**src/rtl/dtu_pkg.sv**
```systemverilog
package dtu_pkg;
  localparam int unsigned DW     = 8;
  localparam int unsigned AW     = 3;
  localparam int unsigned NCH    = 2;
  localparam int unsigned PHASES = 4;
  localparam int unsigned M0_LOW = 5;  // low-byte bits used in 13-bit mode

  localparam logic [AW-1:0] A_MODE = 3'd0;
  localparam logic [AW-1:0] A_CTRL = 3'd1;
  localparam logic [AW-1:0] A_LO0  = 3'd2;
  localparam logic [AW-1:0] A_HI0  = 3'd3;

  // per-channel mode field: [1:0] width, [2] ext source, [3] gate
  localparam int unsigned MFIELD = 4;
  localparam int unsigned RUN0   = 4;  // flag at RUN0+1, next channel +2

  typedef enum logic [1:0] {
    MODE_13  = 2'd0,
    MODE_16  = 2'd1,
    MODE_HD2 = 2'd2,
    MODE_HD3 = 2'd3
  } cnt_mode_e;
endpackage

```
**src/rtl/dtu_tick.sv**
```systemverilog
module dtu_tick #(
  parameter int unsigned PHASES = 4
) (
  input  logic clk_i,
  input  logic rst_ni,
  output logic tick_o
);
  localparam int unsigned PW = (PHASES > 1) ? $clog2(PHASES) : 1;
  localparam logic [PW-1:0] LAST = PW'(PHASES - 1);

  logic [PW-1:0] ph_q;

  always_ff @(posedge clk_i or negedge rst_ni) begin
    if (!rst_ni)           ph_q <= '0;
    else if (ph_q == LAST) ph_q <= '0;
    else                   ph_q <= ph_q + 1'b1;
  end

  assign tick_o = (ph_q == LAST);
endmodule

```
**src/rtl/dtu_edge.sv**
```systemverilog
module dtu_edge (
  input  logic clk_i,
  input  logic rst_ni,
  input  logic tick_i,
  input  logic pin_i,
  output logic pend_o
);
  logic smp_q, pend_q;

  // pend_q holds a detected fall for one machine cycle
  always_ff @(posedge clk_i or negedge rst_ni) begin
    if (!rst_ni) begin
      smp_q  <= 1'b0;
      pend_q <= 1'b0;
    end else if (tick_i) begin
      smp_q  <= pin_i;
      pend_q <= smp_q & ~pin_i;
    end
  end

  assign pend_o = pend_q;
endmodule

```
**src/rtl/dtu_channel.sv**
```systemverilog
module dtu_channel
  import dtu_pkg::*;
#(
  parameter int unsigned W   = DW,
  parameter int unsigned LOW = M0_LOW
) (
  input  logic         clk_i,
  input  logic         rst_ni,
  input  logic         tick_i,
  input  logic         pin_i,
  input  logic         gate_pin_i,
  input  logic         run_i,
  input  logic         gate_en_i,
  input  logic         ext_i,
  input  logic [1:0]   mode_i,
  input  logic         wr_lo_i,
  input  logic         wr_hi_i,
  input  logic [W-1:0] wdata_i,
  output logic [W-1:0] lo_o,
  output logic [W-1:0] hi_o,
  output logic         ovf_o
);
  logic [W-1:0]   lo_q, hi_q, lo_n, hi_n, lo_p1, hi_p1;
  logic [LOW-1:0] lo5_p1;
  logic           lo_c, hi_c, lo5_c, pend, inc;

  dtu_edge u_edge (
    .clk_i  (clk_i),
    .rst_ni (rst_ni),
    .tick_i (tick_i),
    .pin_i  (pin_i),
    .pend_o (pend)
  );

  assign inc = tick_i & run_i & (~gate_en_i | gate_pin_i) & (~ext_i | pend);

  assign {lo_c, lo_p1}   = {1'b0, lo_q} + 1'b1;
  assign {hi_c, hi_p1}   = {1'b0, hi_q} + 1'b1;
  assign {lo5_c, lo5_p1} = {1'b0, lo_q[LOW-1:0]} + 1'b1;

  always_comb begin
    lo_n  = lo_q;
    hi_n  = hi_q;
    ovf_o = 1'b0;
    if (inc) begin
      case (cnt_mode_e'(mode_i))
        MODE_13: begin
          lo_n = {lo_q[W-1:LOW], lo5_p1};
          if (lo5_c) begin
            hi_n  = hi_p1;
            ovf_o = hi_c;
          end
        end
        MODE_16: begin
          lo_n = lo_p1;
          if (lo_c) begin
            hi_n  = hi_p1;
            ovf_o = hi_c;
          end
        end
        default: ;
      endcase
    end
  end

  always_ff @(posedge clk_i or negedge rst_ni) begin
    if (!rst_ni) begin
      lo_q <= '0;
      hi_q <= '0;
    end else begin
      lo_q <= wr_lo_i ? wdata_i : lo_n;
      hi_q <= wr_hi_i ? wdata_i : hi_n;
    end
  end

  assign lo_o = lo_q;
  assign hi_o = hi_q;
endmodule

```
**src/rtl/dtu_timer_unit.sv**
```systemverilog
module dtu_timer_unit
  import dtu_pkg::*;
(
  input  logic          clk_i,
  input  logic          rst_ni,
  input  logic          wr_en_i,
  input  logic [AW-1:0] addr_i,
  input  logic [DW-1:0] wdata_i,
  output logic [DW-1:0] rdata_o,
  input  logic [NCH-1:0] cnt_pin_i,
  input  logic [NCH-1:0] gate_pin_i,
  output logic [NCH-1:0] irq_o
);
  logic                    tick;
  logic [DW-1:0]           mode_q;
  logic [NCH-1:0]          run_q, flag_q, ovf;
  logic [NCH-1:0][DW-1:0]  cnt_lo, cnt_hi;
  logic                    wr_ctrl;

  assign wr_ctrl = wr_en_i && (addr_i == A_CTRL);

  dtu_tick #(.PHASES(PHASES)) u_tick (
    .clk_i  (clk_i),
    .rst_ni (rst_ni),
    .tick_o (tick)
  );

  always_ff @(posedge clk_i or negedge rst_ni) begin
    if (!rst_ni)                               mode_q <= '0;
    else if (wr_en_i && (addr_i == A_MODE))    mode_q <= wdata_i;
  end

  for (genvar c = 0; c < NCH; c++) begin : g_ch
    localparam logic [AW-1:0] ALO = AW'(A_LO0 + 2 * c);
    localparam logic [AW-1:0] AHI = AW'(A_HI0 + 2 * c);
    localparam int unsigned   MB  = MFIELD * c;
    localparam int unsigned   RB  = RUN0 + 2 * c;

    dtu_channel u_ch (
      .clk_i      (clk_i),
      .rst_ni     (rst_ni),
      .tick_i     (tick),
      .pin_i      (cnt_pin_i[c]),
      .gate_pin_i (gate_pin_i[c]),
      .run_i      (run_q[c]),
      .gate_en_i  (mode_q[MB+3]),
      .ext_i      (mode_q[MB+2]),
      .mode_i     (mode_q[MB+:2]),
      .wr_lo_i    (wr_en_i && (addr_i == ALO)),
      .wr_hi_i    (wr_en_i && (addr_i == AHI)),
      .wdata_i    (wdata_i),
      .lo_o       (cnt_lo[c]),
      .hi_o       (cnt_hi[c]),
      .ovf_o      (ovf[c])
    );

    // overflow set beats a same-cycle software clear
    always_ff @(posedge clk_i or negedge rst_ni) begin
      if (!rst_ni) begin
        run_q[c]  <= 1'b0;
        flag_q[c] <= 1'b0;
      end else begin
        if (wr_ctrl) run_q[c] <= wdata_i[RB];
        flag_q[c] <= (wr_ctrl ? wdata_i[RB+1] : flag_q[c]) | ovf[c];
      end
    end
  end

  always_comb begin
    rdata_o = '0;
    case (addr_i)
      3'd0: rdata_o = mode_q;
      3'd1: rdata_o = {flag_q[1], run_q[1], flag_q[0], run_q[0], 4'b0000};
      3'd2: rdata_o = cnt_lo[0];
      3'd3: rdata_o = cnt_hi[0];
      3'd4: rdata_o = cnt_lo[1];
      3'd5: rdata_o = cnt_hi[1];
      default: rdata_o = '0;
    endcase
  end

  assign irq_o = flag_q;
endmodule

```
**config.mk**
```make
export PLATFORM = sky130hd
export DESIGN_NAME = dtu_timer_unit
export DESIGN_NICKNAME = d
export VERILOG_FILES = /design/src/rtl/dtu_pkg.sv /design/src/rtl/dtu_tick.sv /design/src/rtl/dtu_edge.sv /design/src/rtl/dtu_channel.sv /design/src/rtl/dtu_timer_unit.sv
export SDC_FILE = /design/constraint.sdc
export NUM_CORES = 1
export LEC_CHECK = 0
export ABC_AREA = 0
export BUFFER_PORTS_ARGS = -buffer_cell sky130_fd_sc_hd__buf_2
export CAP_MARGIN = 20
export CORE_MARGIN = 4
export CORE_UTILIZATION = 25
export DETAILED_ROUTE_END_ITERATION = 8
export GPL_ROUTABILITY_DRIVEN = 0
export GPL_TIMING_DRIVEN = 0
export PLACE_DENSITY = 0.42
export REMOVE_ABC_BUFFERS = 1
export SLEW_MARGIN = 10
export SYNTH_ARGS = -nofsm -noshare
export SYNTH_HDL_FRONTEND = slang
export SYNTH_HIERARCHICAL = 1
export SYNTH_SLANG_ARGS = --single-unit
```
**constraint.sdc**
```tcl
create_clock -name clk_i -period 4.7 [get_ports clk_i]
set_input_delay 0.94 -clock clk_i [delete_from_list [all_inputs] [get_ports clk_i]]
set_output_delay 0.94 -clock clk_i [all_outputs]
set_load 0.03 [all_outputs]
```
==> results of run 1 <==
==> worst min-delay path by stage <==
stage	cells past startpoint	startpoint	end	slack, ps
floorplan	1	u_tick/ph_q[0]$_DFF_PN0_	u_tick/ph_q[0]$_DFF_PN0_	400
global placement	1	u_tick/ph_q[0]$_DFF_PN0_	u_tick/ph_q[0]$_DFF_PN0_	410
detailed placement	1	u_tick/ph_q[0]$_DFF_PN0_	u_tick/ph_q[0]$_DFF_PN0_	420
CTS	1	u_tick/ph_q[0]$_DFF_PN0_	u_tick/ph_q[0]$_DFF_PN0_	440
global route	1	u_tick/ph_q[0]$_DFF_PN0_	u_tick/ph_q[0]$_DFF_PN0_	450
finish	1	u_tick/ph_q[0]$_DFF_PN0_	u_tick/ph_q[0]$_DFF_PN0_	430
==> cells in the final DEF (no fill, tap or decap), types with 6 or more instances in the layout <==
master      n
nand2_1    59
inv_1       7
and3_1      9
o21ai_0    15
buf_2      26
mux2i_1     8
dfrtp_1    50
nand4_1     9
o211ai_1   20
nand3_1     6
and2_1      6
o211a_1    12
mux2_2     16
o2111ai_1  14
a31oi_1     8
nor2_1     23
==> logic make-up after synthesis <==
family,after synthesis,synth area share (%)
AND/OR/NAND/NOR,157,25.40
flip-flops,50,36.39
AO/OA/AOI/OAI,97,21.43
multiplexers,26,8.443
buffers and inverters,32,4.986
XOR/XNOR,6,1.528
adder cells (fa/ha/maj),5,1.820
==> sequential cells by signal, summed over array words and instances (netlist names) <==
register,cells
g_ch.u_ch/hi_o,16
g_ch.u_ch/lo_o,16
g_ch.u_ch/u_edge/pend_o,2
g_ch.u_ch/u_edge/smp_q,2
irq_o,2
mode_q,8
run_q,2
u_tick/ph_q,2
==> power breakdown <==
part           internal [mW]  switching, mW  leakage [nW]
registers              0.521          0.148         0.610
logic                  0.152          0.190          1.01
clock network          0.214          0.172        0.0735
total                  0.887          0.509          1.69
==> worst max-delay path, delay by kind of cell <==
| family | cells | cell delay (ps) |
|---|---|---|
| muxes | 1 | 410 |
| buffers and inverters | 2 | 560 |
| AOI/OAI and AO/OA | 2 | 430 |
==> layer usage <==
metal  track usage, %  vias to the layer above  routed length, um
li1                 -                     1441                  -
met1            19.52                     1512               5177
met2            21.04                       55               4861
met3            2.175                        8                352
met4            2.997                        0                145
met5                0                        -                  0
==> stage by stage <==
step	worst slack, ps	area, um2
2_1_floorplan	1881	3301
3_3_place_gp	1379	3656
3_5_place_dp	1400	3659
4_1_cts	1396	3814
5_1_grt	1287	3814
6_report	1408	3814
==> final cells by class <==
cell class	instances	area [um2]
clock buffers	6	138.9
clock inverters	2	16.27
fillers	1428	9534
inverters	9	33.78
multi-input cells	291	2016
flip-flops and latches	50	1251
well taps	176	220.2
repair buffers	27	137.6
==> metrics.txt, run 1 <==
Worst EP required 3760 ps; Max-slew headroom 35.05%; worst setup path class in2out; sort of element at the end of the critical path primary output; clk_lat worst skew 290 ps; final global-route overflow total 0; maximum ir drop on the vdd rail 141.3 uV; highest clock rate 0.3038 GHz; max-slew violation total from the final report 0; clock tree root buffer cell clkbuf_16; Setup-failing EPs final 0; endpoint of the lowest-slack register-to-register path irq_o[1]$_DFF_PN0_; Num CTS Buffers 5; number of cells on the worst reg-to-reg path 6; routed length per instance 18.78 um; Sum Neg Setup Slack 0 ps; number of antenna violations at the first check in global routing 0; number of register bits inferred by synthesis 50; number of enable-type register cells in the synthesized netlist 0; Placed Cells 553; slowest CP cell mux2_2; Mapped Avg Cell Area 9.218 um2; CTS HTree Levels 2; dominant cells by area after synthesis dfrtp_1 (36%), nand2_1 (6.4%), mux2_2 (5.2%); global router's overall resource usage 13.43%; most frequently used flop master after synthesis dfrtp_1; share of post-route cells with drive strength above 1 17.40%; cells along the critical path buf_2, mux2_2, a221oi_1, a21oi_1, buf_2; number of cells upsized or downsized after cts 0; nature of the critical path startpoint input port; cell leakage power 1.688 nW; Setup crit end rdata_o[2]; run status finished, final reports clean; cts-stage hold buffer count 0; MaxCap Viol Count 0; vias in the first global route 2918; synthesized area 3438 um2; number of post-CTS setup repair buffers 0; share of Yosys cell area claimed by the top area cell type 36.39%; Critical R2R Launch u_tick/ph_q[0]$_DFF_PN0_; antenna fix cells 0; sequential cell area fraction in the yosys report 36.39%; site row count 42; yosys warns 6; clock-pin transition on the worst setup and hold timing paths 70 ps; Post-route DRC 0; chip width 125.3 um; number of unique standard cell types used by synthesis 52; Commonest cells post-synth nand2_1 (59), dfrtp_1 (50), nor2_1 (23), o211ai_1 (20), mux2_2 (16); via count normalized by instance count 5.376; class of the tightest hold or removal check reg2reg; number of iterations in the first detailed-routing pass 4; post-layout min period 3292 ps; Setup crit start addr_i[1]; share of the cycle needed by the critical path after routing 70.04%; share of flip-flops with an asynchronous set or reset 100.0%; number of port buffers 27; overall die area 15690 um2; Worst Hold Slack 430.5 ps; Std-Cell Core Area 13350 um2; CTS tree built; global-route wire length before repair 16920 um; R2R setup slack 2340 ps; number of buffers on the longest clock path 2; Total Wirelength 10540 um; number of top-level pins 28; biggest fanout along the worst timing path 20; worst path arrival time 2350 ps; power per cell area 366.3 nW/um2; Area growth syn-to-layout 10.92%; Mapped Cells 373; transition time of the tightest slew-check pin 969.0 ps; die extent in y 125.3 um; number of clock sinks 50; most repeated library cell on the critical path buf_2; violation count after the first detailed-route iteration 244; slowest cell delay on critical path 410 ps; overall power of the completed layout 1.397 mW; maximum number of pins on one net before global-route repair 51; dominant cell type by area after synthesis dfrtp_1; Initial Utilization 25.76%; final instance count without filler cells 561; nets@finish 407; unrepaired setup endpoints after global routing no; count of vias placed by the detailed router 3016; worst clock skew 7.106 ps; estimated wirelength of the detail-placed design 7360 um; final hold violation count 0; end-of-flow core utilization 28.57%; most frequent cell after synthesis nand2_1; antenna violation net count after detailed routing 0
No activity file was read; power rests on OpenSTA's default activity.
==> inputs of run 2 (changes only) <==
--- a/config.mk
+++ b/config.mk
@@ -5,7 +5,7 @@
 export SDC_FILE = /design/constraint.sdc
 export NUM_CORES = 1
 export LEC_CHECK = 0
-export ABC_AREA = 0
+export ABC_AREA = 1
 export BUFFER_PORTS_ARGS = -buffer_cell sky130_fd_sc_hd__buf_2
 export CAP_MARGIN = 20
 export CORE_MARGIN = 4
@@ -13,7 +13,7 @@
 export DETAILED_ROUTE_END_ITERATION = 8
 export GPL_ROUTABILITY_DRIVEN = 0
 export GPL_TIMING_DRIVEN = 0
-export PLACE_DENSITY = 0.42
+export PLACE_DENSITY = 0.43
 export REMOVE_ABC_BUFFERS = 1
 export SLEW_MARGIN = 10
 export SYNTH_ARGS = -nofsm -noshare
==> constraint.sdc (replaced) <==
create_clock -name clk_i -period 3 [get_ports clk_i]
set_input_delay 0.6 -clock clk_i [delete_from_list [all_inputs] [get_ports clk_i]]
set_output_delay 0.6 -clock clk_i [all_outputs]
set_load 0.03 [all_outputs]
==> metrics.txt, run 2 <==
run status finished, final reports clean; global-route wire length before repair 19010 um; max-slew violation total from the final report 0; number of unique standard cell types used by synthesis 26; fraction of the mapped netlist area in compound gates 5.344%; number of buffers on the longest clock path 2; clock network fraction of total power 23.4%; number of clock sinks 50; die extent in y 130.4 um; via count normalized by instance count 4.728; Max-slew headroom 45.85%; Area growth syn-to-layout 10.12%; transition time of the tightest slew-check pin 809.3 ps; maximum number of pins on one net before global-route repair 51; Commonest cells post-synth nand2_1 (211), nand3_1 (80), inv_1 (62), dfrtp_1 (50), nor2_1 (44); Pint 1.484 mW; CTS HTree Levels 2; MaxCap Viol Count 0; share of flip-flops with an asynchronous set or reset 100.0%; number of antenna violations at the first check in global routing 0; chip width 130.4 um; estimated wirelength of the detail-placed design 8470 um; violation count after the first detailed-route iteration 236; post-layout min period 2539 ps; cts-stage hold buffer count 0; yosys warns 6; clock tree root buffer cell clkbuf_16; Post-route DRC 0; main combinational cell family by area after synthesis simple AND/OR/NAND/NOR gates; sort of element at the end of the critical path flop; synthesized area 3746 um2; biggest fanout along the worst timing path 17; number of iterations in the first detailed-routing pass 4; pre-CTS WS 88.23 ps; Std-Cell Core Area 14590 um2; Setup-failing EPs final 0; highest clock rate 0.3939 GHz; combinational power share 31.4%; class of the tightest hold or removal check in2async; placed instance area 3975 um2; share of synthesized cell area in full adder, half adder and majority cells 1.670%; nature of the critical path startpoint input port; Initial Utilization 25.68%; routed length per instance 15.22 um; Reg power frac 45.3%; final hold violation count 0; Worst EP required 3200 ps; final instance count without filler cells 769; global router's overall resource usage 14.48%; number of top-level pins 28; Total Wirelength 11700 um; number of port buffers 27; share of the cycle needed by the critical path after routing 84.63%; most frequently used flop master after synthesis dfrtp_1; Sum Neg Setup Slack 0 ps; site row count 44; most frequent cell after synthesis nand2_1; vias in the first global route 3531; switching power share of the total 42.92%; sequential cell area fraction in the yosys report 33.40%; clk_lat worst skew 310 ps; Worst Hold Slack 335.2 ps; number of register bits inferred by synthesis 50; number of enable-type register cells in the synthesized netlist 0; worst setup path class in2reg; Mapped Cells 566; most used cells in the layout excluding fill and tap cells nand2_1 (211), nand3_1 (80), inv_1 (62); antenna violation net count after detailed routing 0; Mapped Avg Cell Area 6.619 um2; final global-route overflow total 0; clock-pin transition on the worst setup and hold timing paths 70 ps; cell leakage power 2.113 nW; cell area after layout 4125 um2; overall die area 17010 um2; power per cell area 630.1 nW/um2; share of Yosys cell area claimed by the top area cell type 33.40%; maximum ir drop on the vdd rail 248.9 uV; number of post-CTS setup repair buffers 0; unrepaired setup endpoints after global routing no; simple-gate share of the synthesized area 49.27%; XOR/XNOR share of the synthesized area 0%; nets@finish 607; share of post-route cells with drive strength above 1 10.43%; count of vias placed by the detailed router 3636; power spent charging and discharging nets 1.116 mW; Num CTS Buffers 5; worst clock skew 12.18 ps; most common cell after layout, fill and taps aside nand2_1; CTS tree built; dominant cell type by area after synthesis dfrtp_1; antenna fix cells 0; worst path arrival time 2740 ps; dominant cells by area after synthesis dfrtp_1 (33%), nand2_1 (21%), nand3_1 (11%); final setup slack of the worst path 461.1 ps; number of cells upsized or downsized after cts 0; Placed Cells 761; multiplexer share of the synthesized area 0%; number of cells on the worst reg-to-reg path 8
[run 2: cell types whose count changed in the layout (fill, tap and decap cells not counted), moves of 12 or more]
cell	previous run	this run
inv_1	7	62
mux2_2	16	0
nand2_1	59	211
nand3_1	6	80
nand4_1	9	27
nor2_1	23	44
o2111ai_1	14	0
o211a_1	12	0
o211ai_1	20	2
o21ai_0	15	27
[run 2: layer usage]
metal | wire length, um | vias up | global-route usage [%]
li1 | - | 1858 | -
met2 | 4743 | 80 | 20.43
met3 | 768 | 17 | 3.252
met5 | 0 | - | 0
met1 | 5934 | 1681 | 21.76
met4 | 258 | 0 | 4.658
[run 2: area by class of cell]
cell class / instances / area, um2
multi-input cells: 434 / 2108
repair buffers: 27 / 137.6
fillers: 1643 / 10460
well taps: 184 / 230.2
clock buffers: 5 / 125.1
clock inverters: 3 / 25.02
inverters: 66 / 247.7
flip-flops and latches: 50 / 1251
[run 2: kinds of logic after synthesis]
| kind of cell | after synthesis |
|---|---|
| adder cells (fa/ha/maj) | 5 |
| buffers and inverters | 82 |
| flip-flops | 50 |
| AO/OA/AOI/OAI | 37 |
| AND/OR/NAND/NOR | 392 |
[run 2: path summary, 6_finish.rpt]
kind	startpoint	to	slack [ps]
max	addr_i[0]	g_ch[1].u_ch/lo_o[7]$_DFFE_PN0P_	460
min	rst_ni	g_ch[1].u_ch/hi_o[3]$_DFFE_PN0P_	340
max reg2reg	u_tick/ph_q[0]$_DFF_PN0_	irq_o[0]$_DFF_PN0_	1240
min reg2reg	u_tick/ph_q[0]$_DFF_PN0_	u_tick/ph_q[0]$_DFF_PN0_	430
max in group asynchronous	rst_ni	g_ch[0].u_ch/hi_o[4]$_DFFE_PN0P_	2190
min in group clk_i	u_tick/ph_q[0]$_DFF_PN0_	u_tick/ph_q[0]$_DFF_PN0_	430
[run 2: per-stage QoR]
| step | total power [mW] | utilization (%) |
|---|---|---|
| finish | 2.599 | 28.28 |
| CTS | 2.632 | 28.28 |
| floorplan | 1.695 | - |
| global route | 2.842 | 28.28 |
| global placement | 2.003 | 27.23 |
| detailed placement | 2.005 | 27.25 |
[run 2: power groups by stage]
| stage | logic [mW] | clock network (mW) | registers (mW) |
|---|---|---|---|
| final | 0.816 | 0.607 | 1.18 |
| after global routing | 0.967 | 0.660 | 1.22 |
| after CTS | 0.823 | 0.631 | 1.18 |
| after detailed placement | 0.816 | 0 | 1.19 |
| after global placement | 0.810 | 0 | 1.19 |
| after floorplan | 0.610 | 0 | 1.09 |
[run 2: critical path, stage by stage]
cell,delay (ps)
buf_2,250
nor2_8,280
nand2_1,130
nor2_1,640
clkinv_1,480
nand3_1,190
nand2_1,60
inv_1,50
nand2_1,40
==> inputs of run 3 (changes only) <==
==> constraint.sdc (replaced) <==
create_clock -name clk_i -period 2.2 [get_ports clk_i]
set_input_delay 0.44 -clock clk_i [delete_from_list [all_inputs] [get_ports clk_i]]
set_output_delay 0.44 -clock clk_i [all_outputs]
set_load 0.03 [all_outputs]
==> metrics.txt, run 3 (synthesis gave the netlist of run 2 again) <==
CTS tree built; antenna violation net count after detailed routing 0; number of iterations in the first detailed-routing pass 4; share of post-route cells with drive strength above 1 11.73%; biggest fanout along the worst timing path 16; final global-route overflow total 0; MaxCap Viol Count 0; transition time of the tightest slew-check pin 742.0 ps; Initial Utilization 25.68%; Num CTS Buffers 5; Worst EP required 1760 ps; number of top-level pins 28; global-route wire length before repair 19020 um; met2 WL post-DR 4788 um; Std-Cell Core Area 14590 um2; max-slew violation total from the final report 0; maximum ir drop on the vdd rail 338.1 uV; class of the tightest hold or removal check in2async; number of port buffers 27; sort of element at the end of the critical path primary output; worst setup path class in2out; nets@finish 610; cells along the critical path buf_2, inv_2, nand3_1, nor2_1, nor2_1, nand2_1, buf_2; most common cell after layout, fill and taps aside nand2_1; number of clock sinks 50; violation count after the first detailed-route iteration 264; vias in the first global route 3519; R2R setup slack 430 ps; slowest CP cell inv_2; clock-pin transition on the worst setup and hold timing paths 70 ps; Highest Signal Layer met4; pre-CTS WS -551.8 ps; estimated wirelength of the detail-placed design 8470 um; Setup-failing EPs final 0; routed length per instance 15.23 um; clk_lat worst skew 310 ps; power per cell area 851.4 nW/um2; CP Buf/Inv Count 3; die extent in y 130.4 um; Area growth syn-to-layout 11.42%; final setup slack of the worst path 37.86 ps; number of antenna violations at the first check in global routing 0; Post-route DRC 0; nature of the critical path startpoint input port; share of the cycle needed by the critical path after routing 98.28%; worst path arrival time 1720 ps; cts-stage hold buffer count 0; worst clock skew 12.04 ps; wl on met1 6198 um; clock tree root buffer cell clkbuf_16; endpoint of the lowest-slack register-to-register path irq_o[0]$_DFF_PN0_; family of cells with the greatest summed delay on the critical path buffers and inverters; antenna fix cells 0; run status finished, final reports clean; Critical R2R Launch u_tick/ph_q[0]$_DFF_PN0_; Detail Route met3 WL 530 um; slowest cell delay on critical path 260 ps; Total Wirelength 11760 um; highest clock rate 0.4625 GHz; number of buffers on the longest clock path 2; overall die area 17010 um2; end-of-flow core utilization 28.61%; final hold violation count 0; via count normalized by instance count 4.712; filler cell count 1637; maximum number of pins on one net before global-route repair 51; cell leakage power 2.126 nW; site row count 44; Max-slew headroom 50.48%; count of vias placed by the detailed router 3638; most used cells in the layout excluding fill and tap cells nand2_1 (211), nand3_1 (80), inv_1 (61); CTS HTree Levels 2; post-layout min period 2162 ps; global router's overall resource usage 14.48%; number of cells on the worst reg-to-reg path 8; chip width 130.4 um
[run 3: cell count changes in the layout (fill, tap and decap cells not counted), sizes merged]
cell | before | now
clkbuf | 5 | 6
clkinvlp | 1 | 2
buf | 27 | 29
inv | 65 | 64
[run 3: per-stage QoR]
stage                     setup TNS [ps]  hold slack (ps)  cell area, um2  std cells  power [mW]
after floorplan                        0            144.4            3607        550       2.312
after global placement            -12340            413.6            3973        761       2.731
after detailed placement          -11910            420.4            3975        761       2.734
after CTS                              0            222.6            4135        769       3.591
after global routing              -5.906            254.4            4174        772       3.882
final                                  0            173.5            4174        772       3.554
[run 3: worst reg2reg max path: cells and delay by family, from the launching register on]
family                   cells  cell delay (ps)
AND/OR/NAND/NOR              6              870
flip-flops                   1              360
adder cells (fa/ha/maj)      1              350
buffers and inverters        1              120
[run 3: where the power goes]
group | switching [mW] | internal, mW | leakage (nW)
combinational | 0.703 | 0.419 | 1.42
sequential | 0.425 | 1.18 | 0.635
clock | 0.399 | 0.429 | 0.0704
[run 3: worst max-delay path by stage]
stage,startpoint,endpoint,slack [ps],cells past startpoint
2_1_floorplan,addr_i[0],g_ch[1].u_ch/lo_o[7]$_DFFE_PN0P_,340,8
3_3_place_gp,addr_i[0],g_ch[1].u_ch/lo_o[7]$_DFFE_PN0P_,-570,9
3_5_place_dp,addr_i[0],g_ch[1].u_ch/lo_o[7]$_DFFE_PN0P_,-550,9
4_1_cts,addr_i[1],rdata_o[0],40,7
5_1_grt,addr_i[2],g_ch[0].u_ch/hi_o[2]$_DFFE_PN0P_,-6,10
6_report,addr_i[2],rdata_o[6],40,7
[run 3: final cells by class]
class / instances / area [um2] / share of cell area (%)
clock buffers: 5 / 125.1 / 2.998
repair buffers: 30 / 162.7 / 3.897
clock inverters: 3 / 25.02 / 0.5995
multi-input cells: 434 / 2123 / 50.87
well taps: 184 / 230.2 / 5.516
flip-flops and latches: 50 / 1251 / 29.98
inverters: 66 / 256.5 / 6.145
[run 3: routing by layer]
layer / vias up / GRT usage, %
met5: - / 0
met4: 0 / 4.477
met3: 15 / 2.846
met2: 61 / 20.49
met1: 1697 / 22.04
li1: 1865 / -
[run 3: what timing repair did]
item | 4_1_cts | 5_1_grt
resized for setup | 4 | 6
hold endpoints to repair | 0 | 0
setup endpoints to repair | 25 | 24
setup buffers | 0 | 3
